<file path="src/rtl/mc16_pkg.sv">
package mc16_pkg;

    localparam int XLEN  = 16;
    localparam int REG_N = 8;
    localparam int RA_W  = $clog2(REG_N);

    localparam logic [3:0] OP_BR  = 4'b0000;
    localparam logic [3:0] OP_ADD = 4'b0001;
    localparam logic [3:0] OP_LD  = 4'b0010;
    localparam logic [3:0] OP_ST  = 4'b0011;
    localparam logic [3:0] OP_AND = 4'b0101;
    localparam logic [3:0] OP_LDR = 4'b0110;
    localparam logic [3:0] OP_STR = 4'b0111;
    localparam logic [3:0] OP_NOT = 4'b1001;
    localparam logic [3:0] OP_LDI = 4'b1010;
    localparam logic [3:0] OP_STI = 4'b1011;
    localparam logic [3:0] OP_JMP = 4'b1100;
    localparam logic [3:0] OP_LEA = 4'b1110;

    localparam logic [2:0] CC_Z = 3'b010;

    typedef enum logic [3:0] {
        S_FETCH, S_DECODE, S_EXEC, S_IND, S_INDW, S_RD, S_WB, S_WR, S_STALL
    } state_e;

    typedef enum logic [1:0] { ALU_ADD, ALU_AND, ALU_NOT } alu_op_e;

    typedef struct packed {
        logic [3:0]      op;
        logic [RA_W-1:0] dst;     // also store source and branch mask
        logic [RA_W-1:0] src1;    // also base register
        logic [RA_W-1:0] src2;
        logic            use_imm;
        logic [XLEN-1:0] imm;
        logic [XLEN-1:0] off6;
        logic [XLEN-1:0] off9;
    } decoded_t;

    function automatic decoded_t decode(input logic [XLEN-1:0] ir);
        decoded_t d;
        d.op      = ir[15:12];
        d.dst     = ir[11:9];
        d.src1    = ir[8:6];
        d.src2    = ir[2:0];
        d.use_imm = ir[5];
        d.imm     = {{(XLEN-5){ir[4]}}, ir[4:0]};
        d.off6    = {{(XLEN-6){ir[5]}}, ir[5:0]};
        d.off9    = {{(XLEN-9){ir[8]}}, ir[8:0]};
        return d;
    endfunction

    function automatic logic [2:0] cc_of(input logic [XLEN-1:0] v);
        if (v[XLEN-1])    return 3'b100;
        else if (v == '0) return 3'b010;
        else              return 3'b001;
    endfunction

    function automatic logic is_store(input logic [3:0] op);
        return (op == OP_ST) || (op == OP_STR) || (op == OP_STI);
    endfunction

endpackage

</file>
<file path="src/rtl/mc16_regfile.sv">
module mc16_regfile #(
    parameter int XLEN  = 16,
    parameter int REG_N = 8,
    localparam int AW   = $clog2(REG_N)
) (
    input  logic            clk,
    input  logic            rst,
    input  logic [AW-1:0]   ra1,
    input  logic [AW-1:0]   ra2,
    output logic [XLEN-1:0] rd1,
    output logic [XLEN-1:0] rd2,
    input  logic            we,
    input  logic [AW-1:0]   wa,
    input  logic [XLEN-1:0] wd
);
    logic [XLEN-1:0] regs [REG_N];

    always_ff @(posedge clk) begin
        if (rst) begin
            for (int i = 0; i < REG_N; i++) regs[i] <= '0;
        end else if (we) begin
            regs[wa] <= wd;
        end
    end

    assign rd1 = regs[ra1];
    assign rd2 = regs[ra2];

    for (genvar g = 0; g < REG_N; g++) begin : g_hold
        AST_ONLY_DST_CHANGES: assert property (@(posedge clk) disable iff (rst)
            !(we && wa == AW'(g)) |=> $stable(regs[g]))
            else $error("register %0d changed without a write", g);
    end
endmodule

</file>
<file path="src/rtl/mc16_alu.sv">
module mc16_alu
    import mc16_pkg::*;
(
    input  alu_op_e         op,
    input  logic [XLEN-1:0] a,
    input  logic [XLEN-1:0] b,
    output logic [XLEN-1:0] y
);
    always_comb begin
        case (op)
            ALU_ADD: y = a + b;
            ALU_AND: y = a & b;
            default: y = ~a;
        endcase
    end
endmodule

</file>
<file path="src/rtl/mc16_agu.sv">
module mc16_agu
    import mc16_pkg::*;
(
    input  logic [XLEN-1:0] pc,
    input  logic [XLEN-1:0] base,
    input  logic [XLEN-1:0] off6,
    input  logic [XLEN-1:0] off9,
    input  logic            use_base,
    input  logic [2:0]      mask,
    input  logic [2:0]      cc,
    output logic [XLEN-1:0] ea,
    output logic            take
);
    always_comb begin
        ea   = use_base ? (base + off6) : (pc + off9);
        take = |(mask & cc);
    end
endmodule

</file>
<file path="src/rtl/mc16_core.sv">
module mc16_core
    import mc16_pkg::*;
#(
    parameter logic [15:0] RESET_PC = 16'h3000
) (
    input  logic        clk,
    input  logic        rst,
    input  logic        halt,
    output logic [15:0] mem_addr,
    output logic [15:0] mem_wdata,
    output logic        mem_we,
    input  logic [15:0] mem_rdata
);
    state_e          state;
    logic [XLEN-1:0] pc, ir, mar;
    logic [2:0]      cc;
    decoded_t        dec;

    logic [XLEN-1:0] rd1, rd2, alu_y, ea, rf_wd;
    logic            rf_we, br_take;
    alu_op_e         alu_op;

    assign dec = decode(ir);

    mc16_regfile #(.XLEN(XLEN), .REG_N(REG_N)) u_rf (
        .clk (clk),
        .rst (rst),
        .ra1 (dec.src1),
        .ra2 (is_store(dec.op) ? dec.dst : dec.src2),
        .rd1 (rd1),
        .rd2 (rd2),
        .we  (rf_we),
        .wa  (dec.dst),
        .wd  (rf_wd)
    );

    always_comb begin
        case (dec.op)
            OP_ADD:  alu_op = ALU_ADD;
            OP_AND:  alu_op = ALU_AND;
            default: alu_op = ALU_NOT;
        endcase
    end

    mc16_alu u_alu (
        .op (alu_op),
        .a  (rd1),
        .b  (dec.use_imm ? dec.imm : rd2),
        .y  (alu_y)
    );

    mc16_agu u_agu (
        .pc       (pc),
        .base     (rd1),
        .off6     (dec.off6),
        .off9     (dec.off9),
        .use_base ((dec.op == OP_LDR) || (dec.op == OP_STR)),
        .mask     (dec.dst),
        .cc       (cc),
        .ea       (ea),
        .take     (br_take)
    );

    // register write-back selection
    always_comb begin
        rf_we = 1'b0;
        rf_wd = alu_y;
        if (state == S_EXEC) begin
            case (dec.op)
                OP_ADD, OP_AND, OP_NOT: rf_we = 1'b1;
                OP_LEA: begin rf_we = 1'b1; rf_wd = ea; end
                default: ;
            endcase
        end else if (state == S_WB) begin
            rf_we = 1'b1;
            rf_wd = mem_rdata;
        end
    end

    assign mem_addr  = (state == S_FETCH) ? pc : mar;
    assign mem_we    = (state == S_WR);
    assign mem_wdata = rd2;

    // sequencer
    always_ff @(posedge clk) begin
        if (rst) begin
            state <= S_FETCH;
            pc    <= RESET_PC;
            ir    <= '0;
            mar   <= '0;
            cc    <= CC_Z;
        end else begin
            if (rf_we) cc <= cc_of(rf_wd);
            case (state)
                S_FETCH:  if (!halt) state <= S_DECODE;
                S_DECODE: begin
                    ir    <= mem_rdata;
                    pc    <= pc + 1'b1;
                    state <= S_EXEC;
                end
                S_EXEC: begin
                    case (dec.op)
                        OP_ADD, OP_AND, OP_NOT, OP_LEA: state <= S_FETCH;
                        OP_BR: begin
                            if (br_take) pc <= ea;
                            state <= S_FETCH;
                        end
                        OP_JMP: begin
                            pc    <= rd1;
                            state <= S_FETCH;
                        end
                        OP_LD, OP_LDR: begin mar <= ea; state <= S_RD;  end
                        OP_LDI, OP_STI: begin mar <= ea; state <= S_IND; end
                        OP_ST, OP_STR: begin mar <= ea; state <= S_WR;  end
                        default: state <= S_STALL;
                    endcase
                end
                S_IND:  state <= S_INDW;
                S_INDW: begin
                    mar   <= mem_rdata;
                    state <= (dec.op == OP_LDI) ? S_RD : S_WR;
                end
                S_RD:   state <= S_WB;
                S_WB:   state <= S_FETCH;
                S_WR:   state <= S_FETCH;
                default: state <= S_STALL;
            endcase
        end
    end

    AST_CC_ONE_HOT: assert property (@(posedge clk) disable iff (rst)
        $countones(cc) == 1) else $error("condition code not one-hot");

    AST_CC_KEPT: assert property (@(posedge clk) disable iff (rst)
        (state == S_EXEC && (is_store(dec.op) || dec.op == OP_BR || dec.op == OP_JMP))
        |=> $stable(cc)) else $error("flags changed by store or branch");

    AST_PC_STEP: assert property (@(posedge clk) disable iff (rst)
        state == S_DECODE |=> pc == $past(pc) + 16'd1)
        else $error("PC did not step by one");

    AST_WE_SINGLE: assert property (@(posedge clk) disable iff (rst)
        mem_we |=> !mem_we) else $error("store strobe longer than a cycle");

    AST_HALT_FREEZE: assert property (@(posedge clk) disable iff (rst)
        (state == S_FETCH && halt) |=> (state == S_FETCH && $stable(pc)))
        else $error("core moved while halted");

    AST_STALL_STICKY: assert property (@(posedge clk) disable iff (rst)
        state == S_STALL |=> (state == S_STALL && !mem_we && $stable(mem_addr)))
        else $error("core left the stop state");
endmodule

</file>
<file path="config.mk">
export PLATFORM = sky130hd
export DESIGN_NAME = mc16_core
export DESIGN_NICKNAME = d
export VERILOG_FILES = /design/src/rtl/mc16_pkg.sv /design/src/rtl/mc16_regfile.sv /design/src/rtl/mc16_alu.sv /design/src/rtl/mc16_agu.sv /design/src/rtl/mc16_core.sv
export SDC_FILE = /design/constraint.sdc
export NUM_CORES = 1
export LEC_CHECK = 0
export BUFFER_PORTS_ARGS = -buffer_cell sky130_fd_sc_hd__buf_4
export CAP_MARGIN = 15
export CORE_UTILIZATION = 37
export DETAILED_ROUTE_END_ITERATION = 7
export SLEW_MARGIN = 30
export SYNTH_ARGS = -nofsm -noshare
export SYNTH_HDL_FRONTEND = slang
export SYNTH_SLANG_ARGS = --single-unit
</file>
<file path="constraint.sdc">
create_clock -name clk -period 15.7 [get_ports clk]
set_input_delay 3.14 -clock clk [delete_from_list [all_inputs] [get_ports clk]]
set_output_delay 3.14 -clock clk [all_outputs]
set_load 0.01 [all_outputs]
</file>
After elaboration in Yosys (flattened, before gate mapping)
Memories as Yosys holds them, arrays and structs flattened. A register that Yosys moved wholly into a read port is not among the register bits.
Index checks and enable logic that the tools add are counted.
Word-level totals
  flip-flop bits (word level): 55
  RAM bits: 128
  bits of input ports: 19
  logic and storage cells: 89
  memories kept: 1
Memory list
  u_rf.regs: words 8, width 16, rd ports 2, clocked after Yosys merged registers in 1, wr ports 8, RTL line mc16_regfile.sv:16  | logic [XLEN-1:0] regs [REG_N];
Cells by class
  $add $sub $neg: 4
  equality and inequality tests: 23
  muxes and demuxes: 33
  bitwise operators: 3
  reduce and logical (&&, ||, !) cells: 20
Operators with widths (count)
  $mux 16: 9
  $pmux 16 s2: 4
  $add 16x16->16: 3
  $eq 4x3->1 const B: 7
  $pmux 4 s7: 1
  $eq 4x4->1 const B: 5
  $add 16x1->16 const B: 1
  $and 16x16->16: 1
  $eq 4x2->1 const B: 4
  $logic_not 16->1: 1
  $not 16->16: 1
  $pmux 4 s4: 1
  $reduce_or 16->1: 1
  $mux 3: 5
  $reduce_or 6->1: 2
  $mux 1: 9
  $eq 4x1->1 const B: 2
  $logic_not 4->1: 2
  $reduce_or 2->1: 4
  $mux 2: 2
  $mux 4: 1
  $ne 2x2->1 const B: 2
  $pmux 2 s2: 1
  $reduce_bool 2->1: 2
  10 further kinds: 12

Depth between registers and ports, before layout
An unclocked memory read counts as a cell.
  word-level depth: 13
  mapped depth: 21

Hierarchy
From an unflattened synthesis, not the netlist that was laid out.
Unflattened totals
  cells, all modules: 1279
  area, all modules: 13372.8 µm²
By module, submodules not included
  mc16_regfile: times used 1, cells each 430, area an instance 6975.4 µm², seq. area each 3843.7 µm²
  mc16_core: times used 1, cells each 455, area an instance 3542.1 µm², seq. area each 1101.1 µm²
  mc16_agu: times used 1, cells each 231, area an instance 1729.2 µm², seq. area each 0.0 µm²
  mc16_alu: times used 1, cells each 163, area an instance 1126.1 µm², seq. area each 0.0 µm²

Least setup slack after synthesis
No wires, ideal clock.
  kind: register to register
  start point: register ir[15]
  end point: register cc[0]
  setup time: 0.117 ns
  arrival: 5.402 ns
  required time: 15.583 ns
  path slack: 10.180 ns
  stages on the path, launching flop included: 21
  buffers on the path: 2
  cell sequence: dfxtp_1 > buf_2 > nand2_1 > nand3_1 > mux2i_1 > buf_2 > mux4_2 > mux2_2 > mux2_2 > ha_1 > fa_1 > a21o_1 > a22oi_1 > nor3b_1 > o31a_1 > a21oi_1 > a221oi_2 > and4b_1 > and4_1 > nand4_1 > a32o_1
Between the ends
  longest elaborated chain between the ends: 13
  elaborated cells between the ends (all ways): 30
  classes of those cells: add/sub (1); eq/ne (9); mux (12); bitwise (1); reduce/logical (6); memory (1)
RTL lines
  start, declared: RTL line mc16_core.sv:15  | logic [XLEN-1:0] pc, ir, mar;
  start signal, assigned: RTL line mc16_core.sv:97  | ir <= mem_rdata;
  $eq 4x2->1 or $eq 4x3->1 (tied branches): RTL line mc16_pkg.sv:59  | return (op == OP_ST) || (op == OP_STR) || (op == OP_STI);
  $logic_or 1x1->1: RTL line mc16_pkg.sv:59
  $logic_or 1x1->1 *: RTL line mc16_pkg.sv:59
  $mux 3 *: RTL line mc16_core.sv:29  | .ra2 (is_store(dec.op) ? dec.dst : dec.src2),
  $mem_v2 8x16 *
  net mem_wdata[0]: RTL line mc16_core.sv:10  | output logic [15:0] mem_wdata,
  $mux 16 *: RTL line mc16_core.sv:48  | .b (dec.use_imm ? dec.imm : rd2),
  $add 16x16->16 or $and 16x16->16 (tied branches): RTL line mc16_alu.sv:11, mc16_alu.sv:12
  $pmux 16 s2 *: RTL line mc16_alu.sv:10  | case (op)
  $mux 16 (on tied branches): RTL line mc16_core.sv:74, mc16_core.sv:69
  $mux 16 *: RTL line mc16_core.sv:68  | if (state == S_EXEC) begin
  $logic_not 16->1: RTL line mc16_pkg.sv:54  | else if (v == '0) return 3'b010;
  $mux 2: RTL line mc16_pkg.sv:54
  $mux 3 *: RTL line mc16_pkg.sv:53  | if (v[XLEN-1]) return 3'b100;
  end signal, assigned: RTL line mc16_core.sv:93  | if (rf_we) cc <= cc_of(rf_wd);
  end, declared: RTL line mc16_core.sv:16  | logic [2:0] cc;
The timed path passes the listed nets; every way through them passes the cells marked *.
A chain may end at the register's enable or synchronous reset.

Worst setup path in the final report
  start point: register ir[14]
  end point: output port mem_wdata[8]
Between the ends
  longest elaborated chain between the ends: 5
  elaborated cells between the ends (all ways): 7
  classes of those cells: eq/ne (3); mux (1); reduce/logical (2); memory (1)
RTL lines (RTL line)
  $eq 4x2->1 or $eq 4x3->1 (tied branches): mc16_pkg.sv:59
  $logic_or 1x1->1: mc16_pkg.sv:59
  $logic_or 1x1->1 *: mc16_pkg.sv:59
  $mux 3 *: mc16_core.sv:29
  $mem_v2 8x16 *
  end, declared: mc16_core.sv:10
Every way passes the cells marked *; elsewhere a longest branch is shown, timed or not.

==> reports/qor.csv <==
stage,metric,value,unit
worst_setup_path,"Req. time, crit path",12560,ps
pwr,Leak,5.24,nW
layout,Layout Utilization,0.417,
yosys,largest family of logic cells by synthesized area,multiplexers,
global_routing,first-pass GRT wire length,62100,um
sta,Final Cycle Share,0.434,
drt,# DRC,0,
clock_network,clock sink count,186,
clock_network,Longest Clk Path Bufs,2,
sta,Tightest Pin Transition,1040,ps
floorplanning,# IOs,52,
sta,clk_skew,19.6,ps
min_path,Hold Crit Depth,2,
worst_setup_path,CP startpoint kind,register,
yosys,Synth Register Bits,186,
yosys,mapped cell area,12700,um^2
worst_setup_path,Reg2Reg Setup Slack,9100,ps
drt,Total Routed Length,41000,um
drt,drt pass-1 iters,5,
global_routing,vias in the first global route,10184,
drt,drt initial violations,1166,
yosys,sequential share of the synthesized area,0.395,
min_path,Hold Path Class,reg2reg,
clock_network,post-CTS setup buffer count,0,
clock_network,CTS Buf Count,17,
yosys,"Net Count, Synth",1348,
worst_setup_path,Worst Setup Path Type,reg2out,
clock_network,CTS Hold Bufs,0,
drt,Vias,10621,
drt,routed len/inst,23.4,um
floorplanning,Starting Density,0.377,
sta,Max Slew Vio Count,0,
worst_setup_path,Critical R2R Capture,cc[0],
layout,"commonest cells after routing, fill and taps aside","nor2_1, edfxtp_1, nand2_1",
sta,worst hold slack,454,ps
clock_network,Post-CTS Resized,0,
layout,share of cells above drive strength 1,0.191,
global_routing,initial antenna violation count,0,
layout,"commonest non-fill, non-tap cell in the layout",nor2_1,
sta,min Tclk post-route,6820,ps
worst_setup_path,R2R cell count,20,
layout,# fillers,3254,
yosys,Synth Area in Simple Gates,0.169,
min_path,hold path start,mar[2],
clock_network,clk_lat worst skew,450,ps
floorplanning,# rows,67,
job,Max-Cap Viols,0,
yosys,Synth Area in Compound Gates,0.162,
drt,ANT nets after route,0,
drt,routed vias/inst,6.06,
yosys,mux share of post-synthesis cell area,0.170,
layout,area grow syn2layout,10.8,%
place,I/O Buffers,51,
layout,final net count,1363,
sta,Final Hold Vio Count,0,
outcome,run status,"finished, final reports clean",
floorplanning,core box area,33600,um^2
place,GPL Wtd Cong,0.954,
worst_setup_path,worst r2r src,ir[14],
yosys,"Primary FF master, synth",edfxtp_1,
clock_network,TritonCTS clock tree,done,
place,Detailed Place HPWL,28300,um
yosys,Ys Warns,0,
layout,number of inserted diodes,0,
pwr,pwr dens,100,nW/um^2
global_routing,GRT Overall Usage,0.234,
floorplanning,Die Area,35000,um^2
yosys,Mapped Avg Cell Area,9.91,um^2
yosys,Synth Area in XOR/XNOR,0.0180,
floorplanning,Die X,187,um
worst_setup_path,crit path DAT,3680,ps
sta,Final Setup Violations,0,
yosys,post-synth cell types,83,
sta,RSZ-0062 raised after global routing,false,
floorplanning,Die Height,187,um
clock_network,"CTS clk-pin slew, worst paths",80,ps
sta,Rel. slew slack,0.305,
pwr,Tot Pwr,1.41,mW
sta,TNS Setup,0,ps
yosys,Synth async-reset ratio,0,
worst_setup_path,crit path max fanout,42,
clock_network,CTS Root Cell,clkbuf_16,
pwr,Worst VDD drop,0.0000816,V
global_routing,remaining global-route overflow,0,
sta,fmax,0.147,GHz
yosys,Synth Area in Adders,0.0512,
global_routing,largest net degree at the start of global routing,55,
yosys,Post-Syn Instances,1279,
yosys,Post-synth EDFFs,128,
worst_setup_path,Worst setup EP type,output pin,
min_path,Worst Hold End,mar[2],
clock_network,H-Tree Depth,4,
-- stage by stage --
stage	cell area, um^2	std cells	setup slack (ps)
floorplan	12700	1279	10180
CTS	14000	1754	8900
global placement	13500	1722	9260
detailed placement	13500	1723	9160
global route	14000	1754	8690
finish	14000	1754	8880
-- worst max-delay path, cell delays in order, from the launching register on --
cell,delay [ps]
dfxtp_1,310
buf_4,370
nand2_1,220
nand3_1,350
mux2i_4,280
buf_4,560
mux4_2,580
mux2_2,330
buf_4,160
-- layer usage --
metal / up-vias / global-route usage / share of wire
li1: 4840 / - / -
met1: 5286 / 0.327 / 0.45
met2: 441 / 0.374 / 0.46
met3: 54 / 0.0398 / 0.070
met4: 0 / 0.0665 / 0.020
met5: - / 0 / 0
-- worst max-delay path by stage --
stage	cells after the start	slack, ps	to	from
after floorplan	20	10180	cc[0]	ir[15]
after global routing	8	8690	mem_wdata[8]	ir[14]
after global placement	20	9260	cc[0]	ir[14]
after detailed placement	20	9160	cc[0]	ir[14]
final	8	8880	mem_wdata[8]	ir[14]
after CTS	8	8900	mem_wdata[10]	ir[14]
-- synthesized netlist by cell type (all sizes together) (6+ instances only) --
cell type | n | area share
a211o | 7 | 0.0049
a211oi | 29 | 0.019
a21o | 13 | 0.0077
a21oi | 96 | 0.038
a221oi | 11 | 0.0095
a22oi | 12 | 0.0071
a31oi | 7 | 0.0035
and2 | 6 | 0.0030
and3 | 14 | 0.0069
buf | 28 | 0.013
clkbuf | 47 | 0.014
dfxtp | 58 | 0.092
edfxtp | 128 | 0.30
ha | 47 | 0.046
inv | 26 | 0.0077
mux2 | 47 | 0.042
mux2i | 18 | 0.014
mux4 | 64 | 0.11
nand2 | 119 | 0.035
nand3 | 28 | 0.011
nor2 | 250 | 0.075
nor3 | 28 | 0.011
nor3b | 10 | 0.0072
o21a | 8 | 0.0047
o21ai | 50 | 0.020
o22ai | 9 | 0.0044
xnor2 | 16 | 0.011
xor2 | 10 | 0.0069
-- registers in the layout, summed over array words and instances (netlist names), named ones only --
| name | cells |
|---|---|
| ir | 16 |
| state | 4 |
| mar | 16 |
| cc | 3 |
| pc | 16 |
| u_rf.regs | 128 |
-- kinds of logic after synthesis --
logic type	after synthesis
flip-flops	186
XOR/XNOR	26
AND/OR/NAND/NOR	488
adder cells (fa/ha/maj)	50
buffers and inverters	101
multiplexers	129
AO/OA/AOI/OAI	299
-- power by group --
part           switching (mW)  internal, mW
clock network           0.217         0.209
logic                   0.261         0.164
registers              0.0192         0.541
total                   0.497         0.913
-- final cells by class --
cell class / instances / area, um^2 / area share
flip-flops and latches: 186 / 5010 / 0.357
clock inverters: 14 / 130 / 0.00927
inverters: 26 / 97.6 / 0.00695
multi-input cells: 992 / 7280 / 0.519
well taps: 448 / 561 / 0.0399
clock buffers: 17 / 425 / 0.0303
repair buffers: 71 / 531 / 0.0378
Note: power is estimated with default switching activity, not from simulation.
